<file path="src/rtl/flowcu_pkg.sv">
package flowcu_pkg;
    localparam int ADDR_W = 16;
    localparam int BYTE_W = 8;
    localparam int CYC_W  = 3;
    localparam int VEC_W  = 3;

    typedef enum logic [2:0] {
        OP_JP   = 3'd0,
        OP_JPR  = 3'd1,
        OP_JR   = 3'd2,
        OP_CALL = 3'd3,
        OP_RET  = 3'd4,
        OP_RETI = 3'd5,
        OP_RST  = 3'd6,
        OP_RSVD = 3'd7
    } fop_e;

    typedef enum logic [2:0] {
        ST_IDLE,
        ST_PUSH_HI,
        ST_PUSH_LO,
        ST_POP_LO,
        ST_POP_HI,
        ST_DELAY,
        ST_LAST
    } fst_e;

    typedef enum logic [1:0] {
        STK_NONE,
        STK_PUSH,
        STK_POP
    } stk_e;

    typedef struct packed {
        logic              valid;
        logic              taken;
        logic              ime;
        stk_e              stk;
        logic [CYC_W-1:0]  total;
        logic [CYC_W-1:0]  filler;
        logic [ADDR_W-1:0] dest;
        logic [ADDR_W-1:0] link;
    } plan_t;
endpackage

</file>
<file path="src/rtl/flowcu_decode.sv">
module flowcu_decode
    import flowcu_pkg::*;
#(
    parameter int VEC_SHIFT = 3
) (
    input  fop_e              op,
    input  logic              cond_en,
    input  logic [1:0]        cond_sel,
    input  logic [ADDR_W-1:0] operand,
    input  logic [ADDR_W-1:0] hl_in,
    input  logic [ADDR_W-1:0] pc,
    input  logic              flag_z,
    input  logic              flag_c,
    output plan_t             plan
);
    localparam int SEXT_W = ADDR_W - BYTE_W;

    logic              cond_ok;
    logic              gated;
    logic [1:0]        len;
    logic [ADDR_W-1:0] next_pc;
    logic [ADDR_W-1:0] rel_pc;
    logic [ADDR_W-1:0] vec_pc;

    always_comb begin
        unique case (cond_sel)
            2'd0: cond_ok = !flag_z;
            2'd1: cond_ok = flag_z;
            2'd2: cond_ok = !flag_c;
            2'd3: cond_ok = flag_c;
        endcase
        gated = !cond_en || cond_ok;
    end

    always_comb begin
        case (op)
            OP_JP, OP_CALL: len = 2'd3;
            OP_JR:          len = 2'd2;
            default:        len = 2'd1;
        endcase
    end

    assign next_pc = pc + ADDR_W'(len);
    assign rel_pc  = next_pc + {{SEXT_W{operand[BYTE_W-1]}}, operand[BYTE_W-1:0]};
    assign vec_pc  = ADDR_W'(operand[VEC_W-1:0]) << VEC_SHIFT;

    always_comb begin
        plan        = '0;
        plan.valid  = 1'b1;
        plan.link   = next_pc;
        plan.stk    = STK_NONE;
        case (op)
            OP_JP: begin
                plan.taken = gated;
                plan.total = gated ? 3'd4 : 3'd3;
                plan.dest  = operand;
            end
            OP_JPR: begin
                plan.taken = 1'b1;
                plan.total = 3'd1;
                plan.dest  = hl_in;
            end
            OP_JR: begin
                plan.taken = gated;
                plan.total = gated ? 3'd3 : 3'd2;
                plan.dest  = rel_pc;
            end
            OP_CALL: begin
                plan.taken = gated;
                plan.total = gated ? 3'd6 : 3'd3;
                plan.dest  = operand;
                plan.stk   = gated ? STK_PUSH : STK_NONE;
            end
            OP_RET: begin
                plan.taken = gated;
                plan.total = !gated ? 3'd2 : (cond_en ? 3'd5 : 3'd4);
                plan.stk   = gated ? STK_POP : STK_NONE;
            end
            OP_RETI: begin
                plan.taken = 1'b1;
                plan.total = 3'd4;
                plan.stk   = STK_POP;
                plan.ime   = 1'b1;
            end
            OP_RST: begin
                plan.taken = 1'b1;
                plan.total = 3'd4;
                plan.dest  = vec_pc;
                plan.stk   = STK_PUSH;
            end
            default: begin
                plan.valid = 1'b0;
                plan.total = 3'd1;
            end
        endcase
        if (!plan.taken) begin
            plan.dest = next_pc;
        end
        plan.filler = plan.total - 3'd1 - ((plan.stk != STK_NONE) ? 3'd2 : 3'd0);
    end
endmodule

</file>
<file path="src/rtl/flowcu_seq.sv">
module flowcu_seq
    import flowcu_pkg::*;
(
    input  logic             clk,
    input  logic             rst_n,
    input  logic             launch,
    input  stk_e             stk_in,
    input  logic [CYC_W-1:0] fill_in,
    output fst_e             state,
    output logic             busy,
    output logic             done,
    output logic             push_hi,
    output logic             push_lo,
    output logic             pop_lo,
    output logic             pop_hi
);
    fst_e             state_nx;
    logic [CYC_W-1:0] cnt;

    always_comb begin
        state_nx = state;
        unique case (state)
            ST_IDLE: begin
                if (launch) begin
                    if (stk_in == STK_PUSH)      state_nx = ST_PUSH_HI;
                    else if (stk_in == STK_POP)  state_nx = ST_POP_LO;
                    else if (fill_in != '0)      state_nx = ST_DELAY;
                    else                         state_nx = ST_LAST;
                end
            end
            ST_PUSH_HI: state_nx = ST_PUSH_LO;
            ST_POP_LO:  state_nx = ST_POP_HI;
            ST_PUSH_LO,
            ST_POP_HI:  state_nx = (cnt != '0) ? ST_DELAY : ST_LAST;
            ST_DELAY:   state_nx = (cnt == CYC_W'(1)) ? ST_LAST : ST_DELAY;
            ST_LAST:    state_nx = ST_IDLE;
        endcase
    end

    always_ff @(posedge clk) begin
        if (!rst_n) begin
            state <= ST_IDLE;
            cnt   <= '0;
        end else begin
            state <= state_nx;
            if (launch && state == ST_IDLE) begin
                cnt <= fill_in;
            end else if (state == ST_DELAY) begin
                cnt <= cnt - CYC_W'(1);
            end
        end
    end

    always_comb begin
        busy    = (state != ST_IDLE);
        done    = (state == ST_LAST);
        push_hi = (state == ST_PUSH_HI);
        push_lo = (state == ST_PUSH_LO);
        pop_lo  = (state == ST_POP_LO);
        pop_hi  = (state == ST_POP_HI);
    end


    delay_cnt_chk: assert property (@(posedge clk) disable iff (!rst_n)
        state == ST_DELAY |-> cnt != '0);


    last_exit_chk: assert property (@(posedge clk) disable iff (!rst_n)
        state == ST_LAST |=> state == ST_IDLE);
endmodule

</file>
<file path="src/rtl/flowcu_stack.sv">
module flowcu_stack
    import flowcu_pkg::*;
#(
    parameter logic [ADDR_W-1:0] SP_RESET = 16'hFFFE
) (
    input  logic              clk,
    input  logic              rst_n,
    input  logic              push_hi,
    input  logic              push_lo,
    input  logic              pop_lo,
    input  logic              pop_hi,
    input  logic [ADDR_W-1:0] link,
    input  logic [BYTE_W-1:0] mem_rdata,
    output logic [ADDR_W-1:0] sp,
    output logic [ADDR_W-1:0] mem_addr,
    output logic [BYTE_W-1:0] mem_wdata,
    output logic              mem_wr,
    output logic              mem_rd,
    output logic [ADDR_W-1:0] popped
);
    logic [BYTE_W-1:0] lo_q;
    logic [BYTE_W-1:0] hi_q;

    always_comb begin
        mem_addr  = '0;
        mem_wdata = '0;
        mem_wr    = 1'b0;
        mem_rd    = 1'b0;
        if (push_hi || push_lo) begin
            mem_addr  = sp - ADDR_W'(1);
            mem_wr    = 1'b1;
            mem_wdata = push_hi ? link[ADDR_W-1:BYTE_W] : link[BYTE_W-1:0];
        end else if (pop_lo || pop_hi) begin
            mem_addr = sp;
            mem_rd   = 1'b1;
        end
    end

    always_ff @(posedge clk) begin
        if (!rst_n) begin
            sp   <= SP_RESET;
            lo_q <= '0;
            hi_q <= '0;
        end else begin
            if (push_hi || push_lo) begin
                sp <= sp - ADDR_W'(1);
            end else if (pop_lo || pop_hi) begin
                sp <= sp + ADDR_W'(1);
            end
            if (pop_lo) lo_q <= mem_rdata;
            if (pop_hi) hi_q <= mem_rdata;
        end
    end

    assign popped = {hi_q, lo_q};


    push_addr_step_chk: assert property (@(posedge clk) disable iff (!rst_n)
        push_lo |-> mem_addr == $past(mem_addr) - ADDR_W'(1));


    pop_addr_step_chk: assert property (@(posedge clk) disable iff (!rst_n)
        pop_hi |-> mem_addr == $past(mem_addr) + ADDR_W'(1));
endmodule

</file>
<file path="src/rtl/flow_ctrl_unit.sv">
module flow_ctrl_unit
    import flowcu_pkg::*;
#(
    parameter logic [ADDR_W-1:0] PC_RESET  = 16'h0100,
    parameter logic [ADDR_W-1:0] SP_RESET  = 16'hFFFE,
    parameter int                VEC_SHIFT = 3
) (
    input  logic              clk,
    input  logic              rst_n,
    input  logic              start,
    input  logic [2:0]        op,
    input  logic              cond_en,
    input  logic [1:0]        cond_sel,
    input  logic [ADDR_W-1:0] operand,
    input  logic [ADDR_W-1:0] hl_in,
    input  logic              flag_z,
    input  logic              flag_c,
    input  logic [BYTE_W-1:0] mem_rdata,
    output logic [ADDR_W-1:0] mem_addr,
    output logic [BYTE_W-1:0] mem_wdata,
    output logic              mem_wr,
    output logic              mem_rd,
    output logic [ADDR_W-1:0] pc,
    output logic [ADDR_W-1:0] sp,
    output logic              busy,
    output logic              done,
    output logic              taken,
    output logic              ime_set
);
    plan_t             plan_d;
    plan_t             plan_q;
    fst_e              state;
    logic              launch;
    logic              push_hi, push_lo, pop_lo, pop_hi;
    logic [ADDR_W-1:0] popped;
    logic [CYC_W-1:0]  busy_cnt;

    flowcu_decode #(.VEC_SHIFT(VEC_SHIFT)) u_decode (
        .op       (fop_e'(op)),
        .cond_en  (cond_en),
        .cond_sel (cond_sel),
        .operand  (operand),
        .hl_in    (hl_in),
        .pc       (pc),
        .flag_z   (flag_z),
        .flag_c   (flag_c),
        .plan     (plan_d)
    );

    assign launch = start && !busy && plan_d.valid;

    flowcu_seq u_seq (
        .clk     (clk),
        .rst_n   (rst_n),
        .launch  (launch),
        .stk_in  (plan_d.stk),
        .fill_in (plan_d.filler),
        .state   (state),
        .busy    (busy),
        .done    (done),
        .push_hi (push_hi),
        .push_lo (push_lo),
        .pop_lo  (pop_lo),
        .pop_hi  (pop_hi)
    );

    flowcu_stack #(.SP_RESET(SP_RESET)) u_stack (
        .clk       (clk),
        .rst_n     (rst_n),
        .push_hi   (push_hi),
        .push_lo   (push_lo),
        .pop_lo    (pop_lo),
        .pop_hi    (pop_hi),
        .link      (plan_q.link),
        .mem_rdata (mem_rdata),
        .sp        (sp),
        .mem_addr  (mem_addr),
        .mem_wdata (mem_wdata),
        .mem_wr    (mem_wr),
        .mem_rd    (mem_rd),
        .popped    (popped)
    );

    always_ff @(posedge clk) begin
        if (!rst_n) begin
            pc       <= PC_RESET;
            plan_q   <= '0;
            busy_cnt <= '0;
        end else begin
            if (launch) begin
                plan_q <= plan_d;
            end
            if (done) begin
                pc <= (plan_q.stk == STK_POP) ? popped : plan_q.dest;
            end
            if (busy && !done) busy_cnt <= busy_cnt + CYC_W'(1);
            else               busy_cnt <= '0;
        end
    end

    always_comb begin
        taken   = plan_q.taken;
        ime_set = done && plan_q.ime;
    end


    cycle_count_chk: assert property (@(posedge clk) disable iff (!rst_n)
        done |-> (busy_cnt + CYC_W'(1)) == plan_q.total);


    pc_hold_chk: assert property (@(posedge clk) disable iff (!rst_n)
        !$past(done) |-> $stable(pc));


    busy_hold_chk: assert property (@(posedge clk) disable iff (!rst_n)
        (busy && !done) |=> busy);


    ime_pulse_chk: assert property (@(posedge clk) disable iff (!rst_n)
        ime_set |=> !ime_set);
endmodule

</file>
<file path="config.mk">
export PLATFORM = sky130hd
export DESIGN_NAME = flow_ctrl_unit
export DESIGN_NICKNAME = d
export VERILOG_FILES = /design/src/rtl/flowcu_pkg.sv /design/src/rtl/flowcu_decode.sv /design/src/rtl/flowcu_seq.sv /design/src/rtl/flowcu_stack.sv /design/src/rtl/flow_ctrl_unit.sv
export SDC_FILE = /design/constraint.sdc
export NUM_CORES = 1
export LEC_CHECK = 0
export ABC_CLOCK_PERIOD_IN_PS = 4700
export BUFFER_PORTS_ARGS = -buffer_cell sky130_fd_sc_hd__buf_2
export CAP_MARGIN = 10
export CORE_MARGIN = 5
export CORE_UTILIZATION = 40
export CTS_BUF_LIST = sky130_fd_sc_hd__clkbuf_2 sky130_fd_sc_hd__clkbuf_4 sky130_fd_sc_hd__clkbuf_8
export DETAILED_ROUTE_END_ITERATION = 16
export PLACE_DENSITY_LB_ADDON = 0.12
export SETUP_SLACK_MARGIN = 0.4
export SLEW_MARGIN = 10
export SYNTH_ARGS = -nofsm -noshare
export SYNTH_HDL_FRONTEND = slang
export SYNTH_SLANG_ARGS = --single-unit
</file>
<file path="constraint.sdc">
create_clock -name clk -period 4.7 [get_ports clk]
set_clock_uncertainty 0.15 [all_clocks]
set_input_delay 0.235 -clock clk [delete_from_list [all_inputs] [get_ports clk]]
set_output_delay 0.235 -clock clk [all_outputs]
set_load 0.02 [all_outputs]
</file>
### Word-level counts from Yosys, hierarchy flattened

Cells that the tools add are included.

* flip-flop bits (word level): 90
* bits of input ports: 51
* output and inout port bits: 62
* word-level logic and storage cells: 100

* equal/unequal tests: 20
* multiplexer cells: 36
* add/subtract/negate cells: 7
* reduce and logical (&&, ||, !) cells: 26

Operator list (number)
* 16-bit two-way mux: 6
* 16-bit one-hot mux with 4 select lines: 1
* 3-bit two-way mux: 8
* 3-bit equality test, second input constant: 6
* 3-bit one-hot mux with 6 select lines: 1
* 16-bit by 1-bit adder with 16-bit output, second input constant: 1
* 16-bit adder: 1
* 16-bit by 2-bit adder with 16-bit output: 1
* 8-bit two-way mux: 2
* 16-bit by 1-bit subtractor with 16-bit output, second input constant: 1
* 3-bit one-hot mux with 5 select lines: 1
* 3-bit by 2-bit equality test with 1-bit output, second input constant: 4
* 2-bit two-way mux: 5
* 3-bit by 1-bit equality test with 1-bit output, second input constant: 3
* 3-bit nonzero test: 3
* 2-bit equality test, second input constant: 4
* 1-bit two-way mux: 8
* 2-bit one-hot mux with 4 select lines: 1
* 7-bit OR reduction: 1
* 3-bit logical NOT: 2
* 2-bit nonzero test: 3
* 2-bit OR reduction: 3
* 3-bit by 1-bit subtractor with 3-bit output, second input constant: 2
* 2-bit by 1-bit equality test with 1-bit output, second input constant: 2
* other kinds (11): 19

### Logic depth before layout (Yosys ltp)

Gate-level depths: netlist of the first run.

* word-level depth: 14
* depth in mapped cells: 18
* depth with buffers taken out: 17

### By module

Synthesis of the first run repeated with hierarchy kept, for this count alone.

* cell total of the unflattened synthesis: 811
* area, all modules: 6513.7 µm²

Modules (own cells, without submodules)
* flow_ctrl_unit: times used 1, sequential area each 1041.0 µm², area each 2070.7 µm², cells an instance 230
* flowcu_stack: times used 1, sequential area each 640.6 µm², area each 2000.7 µm², cells an instance 242
* flowcu_decode: times used 1, sequential area each 0.0 µm², area each 1949.4 µm², cells an instance 273
* flowcu_seq: times used 1, sequential area each 120.1 µm², area each 493.0 µm², cells an instance 66

### Worst setup path before layout of the first run

No wires, ideal clock.

* kind: input port to flip-flop
* start: input port op[0]
* end: register plan_q[30] (netlist bit)
* stages on the path: 15
* setup time: 74 ps
* path buffers: 2
* arrival time: 3622 ps
* required time: 4476 ps
* path slack: 854 ps
* cells stage by stage: buf_2 buf_2 nor2b_1 nor2_1 ha_1 a21o_1 or3b_1 xnor2_1 ha_1 o21a_1 o211ai_1 a31oi_2 o311a_1 or4_1 a31oi_1

RTL lines
* start, declared: RTL line flow_ctrl_unit.sv:11 `input logic [2:0] op,`
* end signal, assigned: RTL line flow_ctrl_unit.sv:91 `plan_q <= plan_d;`
* end, declared: RTL line flow_ctrl_unit.sv:31 `plan_t plan_q;`

==> results.tsv, run 1 <==
stage	metric	value	unit
cts	post_cts resized	0	
routing	vias per inst	5.54	
synth	top cell type's share of synthesized area	0.279	
floorplan	Initial Util	0.407	
floorplan	# IOs	113	
synth	Yosys reg bits	90	
synth	area leader, netlist	dfxtp_1	
floorplan	die area	18800	µm²
global_route	total gr overflow	0	
synth	library cells used by synthesis	75	
cts	total CTS buffers	9	
floorplan	die height	137	µm
pwr	Cell Pwr Density	470	nW/µm²
placed_design	placed insts	1148	
synth	simple-gate share of the synthesized area	0.242	
synth	fraction of the mapped netlist area in adder cells	0.0689	
setup_path	FF-to-FF Start	pc[0]$_SDFFE_PN0P_	
routing	DR WL/cell	17.8	µm
layout	Ant. Diodes	0	
layout	final non-filler cell total	1172	
global_route	first-pass GRT wire length	32800	µm
synth	Main synth FF type	dfxtp_1	
global_route	largest net degree at the start of global routing	55	
synth	EDFF count, synth	0	
timing	Least-Margin Pin Slew	913	ps
synth	post-synthesis cell count	862	
run	# Max-Cap Violations	0	
cts	CTS tree	built	
routing	Initial DRC Count	525	
setup_path	Reg2Reg Depth	12	
cts	Root Buffer	clkbuf_8	
routing	Post-DRT Antenna Nets	0	
layout	fraction of layout cells with a size suffix above 1	0.178	
routing	vias post-DR	6497	
synth	Mapped Area	6460	µm²
layout	commonest non-fill, non-tap cells in the layout	nand2_1, buf_2, nor2_1, dfxtp_1, a21oi_1	
timing	Worst slew margin	0.391	
pwr	leak pwr	2.99	nW
timing	TNS Setup	0	ps
synth	top post-synthesis cells by area	dfxtp_1, nand2_1, ha_1	
setup_path	CP Data Required Time	4870	ps
floorplan	num rows	46	
placed_design	port bufs	112	
timing	RSZ-0062 raised after global routing	false	
layout	synthesis-to-layout area growth	15.5	%
synth	yosys warns	0	
routing	Remaining DRCs	0	
synth	Synth Area in XOR/XNOR	0.0529	
cts	TritonCTS Sinks	90	
global_route	antenna violations before repair	0	
timing	Fmax	257	MHz
layout	number of fill cells	1675	
setup_path	Worst R2R Setup Slack	850	ps
global_route	vias in the first global route	5985	
setup_path	CP startpoint kind	primary input	
setup_path	CP Data Arrival Time	4060	ps
routing	Detailed Route WL	20900	µm
worst_hold_path	hold wc startpoint	op[2]	
layout	Nets	1035	
placed_design	final RePlAce weighted congestion	0.929	
setup_path	Crit Path Class	in2reg	
setup_path	endpoint class of the critical path	flip-flop	
worst_hold_path	WHS Path Cells	4	
setup_path	crit-path max FO	13	
worst_hold_path	hold endpoint	plan_q[31]$_SDFFE_PN0P_	
cts	later-pin clock latency in the skew report	390	ps
synth	syn nets	946	
synth	largest family of logic cells by synthesized area	compound AO/OA/AOI/OAI gates	
worst_hold_path	Hold Crit Class	in2reg	
synth	mux share of post-synthesis cell area	0.0542	
timing	Slew Viols, Final	0	
routing	First-pass DRT Iterations	5	
synth	Seq/Total Area, Yosys	0.279	
placed_design	hpwl dp	15500	µm
placed_design	placed cell areas	7180	µm²
layout	final instance area	7460	µm²
timing	crit share post-route	0.828	
setup_path	RR Endpoint	plan_q[30]$_SDFFE_PN0P_	
cts	Reg clk slew, reported paths	110	ps
synth	compound-cell area share of the yosys netlist	0.250	
timing	fin crit period	3890	ps
status	status	finished clean	
cts	Bufs on Longest Clock Path	2	
layout	leading cell type in the layout, fill and taps excluded	nand2_1	
synth	asr flop ratio synth	0	
floorplan	die width	137	µm
pwr	Max VDD drop	0.000215	V
floorplan	Core ar.	15900	µm²
timing	Fin. Hold Viols	0	
cts	htree depth	3	
global_route	GRT Overall Usage	0.222	
timing	Setup Viol. Count Final	0	
synth	syn_area_per_cell	7.50	µm²
[per-layer routing]
| layer | global-route usage | vias up | routed length, µm |
|---|---|---|---|
| met2 | 0.351 | 151 | 9590 |
| met4 | 0.0521 | 0 | 306 |
| met3 | 0.0357 | 23 | 964 |
| li1 | - | 3282 | - |
| met5 | 0 | - | 0 |
| met1 | 0.317 | 3041 | 10000 |
[registers in the layout, indices dropped and copies added, names as in the netlist]
| name | count |
|---|---|
| u_stack.sp | 16 |
| u_stack.lo_q | 8 |
| u_seq.state | 3 |
| u_seq.cnt | 3 |
| u_stack.hi_q | 8 |
| plan_q | 35 |
| pc | 16 |
| taken | 1 |
[cell type report]
type	count	area [µm²]	area share
multi-input cells	686	4320	0.579
flip-flops and latches	90	1800	0.241
repair buffers	137	768	0.103
well taps	216	270	0.0362
clock buffers	9	124	0.0166
inverters	27	101	0.0136
clock inverters	7	73.8	0.00989
[worst max-delay path, stage by stage]
cell and delay, ps:
buf_2 180, nand2b_1 190, nor2_1 100, inv_1 160, ha_1 210, inv_1 60, fa_1 390, nand3b_1 230
xnor2_1 350, ha_1 360, and2_4 190, a221oi_4 270, a31oi_2 180, o311a_1 370, or4_1 400, a31oi_1 180
[power by group]
part / internal (mW) / switching [mW] / leakage (nW)
sequential: 0.942 / 0.210 / 0.735
combinational: 0.666 / 1.16 / 2.16
clock: 0.208 / 0.329 / 0.0942
total: 1.82 / 1.69 / 2.99
[per-stage QoR]
step                worst slack (ps)   util  hold slack [ps]  power (mW)
CTS                              868  0.470             64.8        3.54
finish                           810  0.470             78.7        3.51
global placement                 580  0.452              293        2.98
detailed placement               476  0.452              293        2.98
floorplan                        854      -              221        2.41
global route                     532  0.470              107        3.79
[logic make-up after synthesis]
group / Yosys count
buffers and inverters: 86
AND/OR/NAND/NOR: 330
adder cells (fa/ha/maj): 34
XOR/XNOR: 39
AO/OA/AOI/OAI: 251
multiplexers: 32
flip-flops: 90
[worst max path at each step]
stage / start / end / slack, ps / depth (start not counted)
2_1_floorplan: op[0] / plan_q[30]$_SDFFE_PN0P_ / 850 / 15
3_3_place_gp: op[1] / plan_q[30]$_SDFFE_PN0P_ / 580 / 14
3_5_place_dp: op[1] / plan_q[30]$_SDFFE_PN0P_ / 480 / 16
4_1_cts: op[1] / plan_q[30]$_SDFFE_PN0P_ / 870 / 16
5_1_grt: op[1] / plan_q[30]$_SDFFE_PN0P_ / 530 / 16
6_report: op[1] / plan_q[30]$_SDFFE_PN0P_ / 810 / 16
[cell usage after synthesis (all sizes together) (11+ instances only)]
cell type,n
dfxtp,90
nor2,91
o21ai,64
xnor2,25
a221oi,11
ha,30
a22oi,13
nor3,33
nand2,114
a211oi,22
o211ai,13
buf,17
mux2i,24
nand3,20
a21oi,65
a31oi,12
inv,27
clkbuf,42
xor2,14
[timing repair]
action                                 CTS  global route
buffers inserted                         0             0
endpoints found under the hold margin   16             0
hold buffers                             8             0
No activity file was read; power rests on OpenSTA's default activity.
==> run 2: changes to the inputs <==
ABC_CLOCK_PERIOD_IN_PS = 3500   (was 4700)
clock period = 3.5 ns   (was 4.7 ns; I/O delays follow)
==> run 2 against run 1 <==
Sequential share of layout area down 2.3 points. Global-route usage up 0.52 points. Largest cell class unchanged. Sequential power up 36%. Wire length up 3.4%. Design area up 11%. Combinational power up 46%.
==> results.tsv, run 2 (synthesis results as in run 1) <==
stage	metric	value	unit
placed_design	hpwl dp	16200	µm
pwr	leak pwr	3.45	nW
timing	Fmax	300	MHz
routing	Remaining DRCs	0	
timing	Setup Viol. Count Final	0	
layout	Reg area	1810	µm²
routing	First-pass DRT Iterations	5	
pwr	Max VDD drop	0.000307	V
routing	Initial DRC Count	402	
timing	RSZ-0062 raised after global routing	true	
run	# Max-Cap Violations	0	
placed_design	placed cell areas	7700	µm²
layout	Ant. Diodes	0	
cts	Root Buffer	clkbuf_8	
cts	Bufs on Longest Clock Path	2	
setup_path	endpoint class of the critical path	flip-flop	
worst_hold_path	Hold Crit Class	in2reg	
placed_design	port bufs	112	
placed_design	final RePlAce weighted congestion	0.930	
setup_path	CP Data Arrival Time	3490	ps
routing	Detailed Route WL	21600	µm
layout	number of fill cells	1597	
layout	synthesis-to-layout area growth	28.0	%
global_route	total gr overflow	0	
routing	Post-DRT Antenna Nets	0	
floorplan	Core ar.	15900	µm²
setup_path	crit-path max FO	3	
floorplan	die width	137	µm
timing	Fin. Hold Viols	0	
layout	Nets	1107	
cts	Reg clk slew, reported paths	100	ps
floorplan	# IOs	113	
cts	total CTS buffers	9	
layout	commonest non-fill, non-tap cells in the layout	nand2_1, buf_2, nor2_1, dfxtp_1, buf_4	
status	status	finished clean	
global_route	GRT Overall Usage	0.227	
pwr	Cell Pwr Density	618	nW/µm²
floorplan	num rows	46	
global_route	vias in the first global route	6287	
layout	Final Util	0.521	
routing	vias post-DR	6849	
setup_path	Crit Path Class	reg2reg	
layout	Largest regs	plan_q: 35 flops, pc: 16 flops, u_stack.sp: 16 flops	
timing	fin crit period	3330	ps
layout	Multi-input gate area	4510	µm²
layout	Largest Register	plan_q	
routing	DR WL/cell	17.4	µm
cts	TritonCTS Sinks	90	
floorplan	Initial Util	0.407	
floorplan	die height	137	µm
layout	fraction of layout cells with a size suffix above 1	0.272	
cts	later-pin clock latency in the skew report	370	ps
layout	final non-filler cell total	1244	
layout	leading cell type in the layout, fill and taps excluded	nand2_1	
layout	Largest register FFs	35	
pwr	Power Total	5.11	mW
timing	Slew Viols, Final	0	
cts	htree depth	3	
global_route	largest net degree at the start of global routing	43	
timing	Least-Margin Pin Slew	786	ps
setup_path	CP Data Required Time	3660	ps
global_route	first-pass GRT wire length	33600	µm
timing	Worst slew margin	0.476	
layout	final instance area	8270	µm²
setup_path	CP startpoint kind	flip-flop	
floorplan	die area	18800	µm²
routing	vias per inst	5.51	
cts	CTS tree	built	
global_route	antenna violations before repair	0	
placed_design	placed insts	1208	
timing	crit share post-route	0.951	
## run 2: worst paths after layout
check	startpoint	to	slack, ps	cells after the start
setup / recovery	pc[0]$_SDFFE_PN0P_	plan_q[30]$_SDFFE_PN0P_	170	13
hold / removal	op[2]	plan_q[31]$_SDFFE_PN0P_	110	5
setup reg to reg	pc[0]$_SDFFE_PN0P_	plan_q[30]$_SDFFE_PN0P_	170	13
hold reg to reg	plan_q[40]$_SDFFE_PN0P_	plan_q[40]$_SDFFE_PN0P_	310	2
## run 2: power by group
part | switching, mW | internal (mW) | leakage (nW)
logic | 1.60 | 1.06 | 2.59
registers | 0.295 | 1.27 | 0.736
clock network | 0.400 | 0.497 | 0.127
total | 2.29 | 2.82 | 3.45
## run 2: final cells by class
cell class | count | area share
flip-flops and latches | 90 | 0.218
repair buffers | 209 | 0.161
clock inverters | 6 | 0.0136
well taps | 216 | 0.0327
clock buffers | 10 | 0.0166
inverters | 27 | 0.0123
multi-input cells | 686 | 0.545
## run 2: routing by layer
layer	vias to the layer above	part of all wire	GRT usage
met5	-	0	0
met4	0	0.022	0.0649
met3	41	0.043	0.0301
met2	168	0.46	0.361
met1	3235	0.47	0.322
li1	3405	-	-
## run 2: worst max-delay path: stages, from the launching register on
cell and delay, ps:
dfxtp_2 370, ha_4 140, inv_2 40, fa_2 330, nand3b_1 210, buf_4 170
xnor2_2 130, ha_1 290, and2_4 180, a221oi_4 250, a31oi_2 150, o311a_1 320
or4_1 420, a31oi_1 130
## run 2: through the flow
stage,TNS [ps],setup WS [ps],hold slack [ps]
floorplan,0,7.12,161
CTS,0,171,91.3
global placement,-403,-115,283
detailed placement,-466,-128,286
finish,0,170,107
global route,0,32.1,132
## run 2: repair_timing
| item | 4_1_cts | 5_1_grt |
|---|---|---|
| buffers inserted | 9 | 3 |
| pin swaps | 20 | 16 |
| hold buffers | 8 | 0 |
| resized for setup | 13 | 25 |
| setup endpoints to repair | 9 | 25 |
| endpoints found under the hold margin | 16 | 0 |
